## config.mk

```make
export PLATFORM = sky130hd
export DESIGN_NAME = xbar_arb_tree
export DESIGN_NICKNAME = d
export VERILOG_FILES = /design/src/rtl/xbar_arb_tree.sv
export SDC_FILE = /design/constraint.sdc
export NUM_CORES = 1
export LEC_CHECK = 0
export ABC_AREA = 1
export BUFFER_PORTS_ARGS = -buffer_cell sky130_fd_sc_hd__buf_4
export CORE_AREA = 2 2 142 144
export CTS_CLUSTER_DIAMETER = 30
export CTS_CLUSTER_SIZE = 12
export DETAILED_ROUTE_END_ITERATION = 8
export DIE_AREA = 0 0 144 146
export GPL_ROUTABILITY_DRIVEN = 0
export SYNTH_ARGS = -nofsm -noshare
export SYNTH_HDL_FRONTEND = slang
export SYNTH_SLANG_ARGS = --single-unit
```

## constraint.sdc

```tcl
create_clock -name clk -period 6.25 [get_ports clk]
set_input_delay 0.9375 -clock clk [delete_from_list [all_inputs] [get_ports clk]]
set_output_delay 0.9375 -clock clk [all_outputs]
set_load 0.005 [all_outputs]
```

## src/rtl/xbar_arb_tree.sv

```systemverilog
module xbar_arb_tree #(
  parameter int N     = 7,
  parameter int RX_ID = 0,
  parameter int DW    = 32,
  parameter int CW    = 4,
  parameter int NODES = (1 << $clog2(N)) - 1,
  parameter int NW    = (NODES > 1) ? $clog2(NODES) : 1
) (
  input  logic            clk,
  input  logic            rst_n,
  input  logic [N*CW-1:0] src_ctl_i,
  input  logic [N*DW-1:0] src_data_i,
  input  logic [N*N-1:0]  src_dst_i,
  output logic [N*2-1:0]  src_rsp_o,
  output logic [CW-1:0]   rx_ctl_o,
  output logic [DW-1:0]   rx_data_o,
  input  logic [1:0]      rx_rsp_i,
  input  logic            pri_we_i,
  input  logic [NW-1:0]   pri_idx_i,
  input  logic            pri_val_i
);
  localparam int LEAVES = NODES + 1;
  localparam int TOTAL  = 2 * LEAVES - 1;
  localparam int IW     = (N > 1) ? $clog2(N) : 1;

  function automatic logic [1:0] rank(input logic [1:0] code);
    return (code == 2'd2) ? 2'd2 : (code == 2'd1) ? 2'd1 : 2'd0;
  endfunction

  logic [NODES-1:0] pri_q;
  logic [1:0]       rk [TOTAL];
  logic [IW-1:0]    ix [TOTAL];
  logic [CW-1:0]    ctl_a  [N];
  logic [DW-1:0]    data_a [N];

  always_ff @(posedge clk or negedge rst_n) begin
    if (!rst_n) pri_q <= '0;
    else if (pri_we_i && pri_idx_i < NW'(NODES)) pri_q[pri_idx_i] <= pri_val_i;
  end

  genvar i, k;
  generate
    for (i = 0; i < LEAVES; i++) begin : g_leaf
      if (i < N) begin : g_real
        assign ctl_a[i]         = src_ctl_i[i*CW +: CW];
        assign data_a[i]        = src_data_i[i*DW +: DW];
        assign rk[NODES+i]      = src_dst_i[i*N + RX_ID] ? rank(ctl_a[i][1:0]) : 2'd0;
        assign ix[NODES+i]      = IW'(i);
      end else begin : g_pad
        assign rk[NODES+i]      = 2'd0;
        assign ix[NODES+i]      = '0;
      end
    end

    for (k = 0; k < NODES; k++) begin : g_node
      logic take_r;
      assign take_r = (rk[2*k+2] > rk[2*k+1]) ||
                      ((rk[2*k+2] == rk[2*k+1]) && (rk[2*k+1] != 2'd0) && pri_q[k]);
      assign rk[k] = take_r ? rk[2*k+2] : rk[2*k+1];
      assign ix[k] = take_r ? ix[2*k+2] : ix[2*k+1];
    end
  endgenerate

  logic          hit;
  logic [IW-1:0] win;
  assign hit = (rk[0] != 2'd0);
  assign win = ix[0];

  assign rx_ctl_o  = hit ? ctl_a[win]  : '0;
  assign rx_data_o = hit ? data_a[win] : '0;

  generate
    for (i = 0; i < N; i++) begin : g_rsp
      assign src_rsp_o[2*i +: 2] = (hit && win == IW'(i)) ? rx_rsp_i : 2'b00;
    end
  endgenerate
endmodule

```

==> flow_summary_export.csv <==
group,metric,value,unit
status,status,"completed",
global_route,gr-usage-all-layers,0.193,
synthesis,synth.avg_cell_area,4.60,µm²
critical_path,worstPathRequired,5310,ps
global_route,grt_pass1_wl,32800,µm
critical_path,endpoint_kind,"output pin",
clock_network,cts_buffer_depth,2,
clock_network,root_buffer,"clkbuf_16",
power,powerDensity,591,nW/µm²
global_route,grt_use_met1,0.218,
critical_path,critPathLaunchType,"input port",
synthesis,ys_seq_area_frac,0.0314,
synthesis,ys_ff_latch,6,
detailed_routing,wl,22300,µm
sta,fmax,169,MHz
synthesis,syn_nets,1361,
final_layout,drive_above_1_share,0.290,
critical_path,r2r_slack,5500,ps
final_layout,reg.largest.list,"pri_q: 6 flops",
power,power,4.53,mW
clock_network,cts_tree,"built",
sta,period_minus_slack,5920,ps
placement,port_buffers,317,
critical_path,worstSetupPathType,"in -> out",
critical_path,path_common_cell,"nand2_1",
final_layout,syn_to_final_growth,60.0,%
global_route,grt.met2_usage,0.365,
synthesis,yosys.area.top_type_share,0.292,
final_layout,largest_register_ffs,6,
sta,min_period_over_period,0.947,
critical_path,critPathSlowestCell,"ha_1",
synthesis,ys_warn_count,0,
detailed_routing,postRouteAntennaNets,0,
die,start_util,0.248,
die,die_w,144,µm
worst_hold_path,hold_path.class,"in -> async",
sta,slew_violations,0,
die,rows,51,
final_layout,largest_register,"pri_q",
sta,finClkSkew,0,ps
sta,finalSetupViolCount,0,
detailed_routing,viasPerCell,4.41,
global_route,overflow,0,
sta,hold_viol_final,0,
synthesis,synth_area_leaders,"nand2_1 29%, inv_1 17%, nand3_1 15%, nor2_1 7.8%, nand3b_1 5.3%",
die,io_pins,360,
synthesis,netlist_area,4790,µm²
detailed_routing,firstDrtPassIters,4,
detailed_routing,drt-initial-drc-count,228,
sta,relSlewSlack,0.733,
critical_path,crit_start,"src_ctl_i[0]",
sta,tightestPinTransition,396,ps
global_route,grt_pass1_vias,6588,
critical_path,arrival,4980,ps
clock_network,cts.htree.levels,1,
power,ir_drop,285,µV
die,core_area,19300,µm²
global_route,grt_use_met3,0.0339,
clock_network,clkTransAtPathRegs,30,ps
clock_network,insertion_delay,230,ps
final_layout,layout.nets,1656,
global_route,antenna_found_initial,1,
clock_network,cts.sinks,6,
critical_path,worstRegToRegCells,2,
clock_network,cts_buffers,3,
synthesis,yosysUniqueCellTypes,32,
sta,setup_tns,0,ps
die,die_h,146,µm
detailed_routing,drc,0,
placement,dpl.hpwl,17400,µm
flow_run,cap_violations,0,
global_route,busiest_layer,"met2",
critical_path,rr_startpoint,"pri_q[3]",
final_layout,final_util,0.396,
detailed_routing,num_vias,7068,
detailed_routing,wire_per_inst,13.9,µm
global_route,grt_max_degree,62,
critical_path,max_stage_delay,340,ps
power,leakagePower,5.00,nW
die,die_area,21000,µm²
synthesis,synth.largest_area_cell,"nand2_1",
critical_path,worstPathMaxFanout,36,
critical_path,rr_endpoint,"pri_q[3]",
synthesis,synthCells,1042,
## cell families (layout without fill, tap and decap cells)
group,count (synthesis),after routing,share of synthesized area
flops,6,6,0.0314
fa+ha+maj,9,9,0.0235
other cells,0,1,0
xor+xnor,1,1,0.00183
simple gates,686,686,0.626
compound gates,59,59,0.0658
buf+inv,281,574,0.251
## how the worst max path moves through the flow
stage	to	slack, ps
floorplan	rx_ctl_o[2]	600
global placement	rx_data_o[30]	90
detailed placement	rx_data_o[30]	30
CTS	rx_data_o[30]	40
global route	rx_data_o[20]	-5
finish	rx_data_o[6]	330
## stage by stage
stage	area, µm²	std cells	hold slack [ps]	setup slack (ps)
3_3_place_gp	7450	1593	530	90.4
2_1_floorplan	4790	1042	515	597
5_1_grt	7660	1600	513	-4.52
6_report	7660	1601	509	329
3_5_place_dp	7450	1593	541	30.1
4_1_cts	7530	1596	511	38.8
## synthesized netlist by cell type
cell type,instances
o211ai_1,1
buf_4,14
o21ai_2,1
nand3_4,1
inv_1,219
nand3_2,3
or2_2,1
a31oi_1,6
o22ai_1,1
clkbuf_1,10
xnor2_1,1
o21a_1,1
inv_2,3
nand3b_1,34
nand2_2,14
nand3_1,141
nor2_2,2
o21ai_1,3
or2_1,1
buf_6,9
nor2_1,99
buf_1,4
nor3_1,14
buf_2,22
nand2_1,372
nor4_1,1
dfrtp_1,6
a21o_1,1
a21oi_1,34
nand2_4,3
ha_1,9
o21ai_0,11
## report_power, final
| part | total [mW] | switching (mW) | internal [mW] |
|---|---|---|---|
| Clock | 0.103 | 0.0207 | 0.0820 |
| Sequential | 0.0535 | 0.00632 | 0.0472 |
| Combinational | 4.38 | 2.61 | 1.76 |
## area by class of cell
type,instances,area [µm²]
fillers,2240,11700
diodes,1,2.50
repair buffers,349,2770
clock buffers,3,75.1
inverters,222,836
well taps,265,332
flip-flops and latches,6,150
multi-input cells,755,3500
## metal layers
layer / vias to the layer above / share of wire
li1: 3713 / -
met2: 252 / 0.50
met4: 0 / 0.028
met5: - / 0
met1: 3075 / 0.39
met3: 28 / 0.076
## repair_timing
action | 4_1_cts | 5_1_grt
gates resized for setup | 0 | 19
hold buffers | 0 | 0
buffers inserted | 0 | 2
endpoints found under the setup margin | 0 | 46
## cells in the final DEF (no fill, tap or decap), types with 2 or more instances in the layout
master     instances
nand2_1          371
buf_4            338
inv_1            219
nand3_1          141
nor2_1            96
nand3b_1          34
a21oi_1           33
nor3_1            13
nand2_2           10
ha_1               9
o21ai_0            8
buf_12             7
nand2_4            6
a31oi_1            6
dfrtp_1            6
nor2_2             5
o21ai_1            5
clkbuf_16          5
nand3_2            3
o21ai_2            2
nand2_8            2
inv_2              2
## critical path: cells and delay by family
kind                       cells  cell delay, ps
AOI/OAI and AO/OA              2             240
and+or+nand+nor               20            2040
adders and majority gates      3             900
buffers and inverters          8             830
No activity file was read; power rests on OpenSTA's default activity.
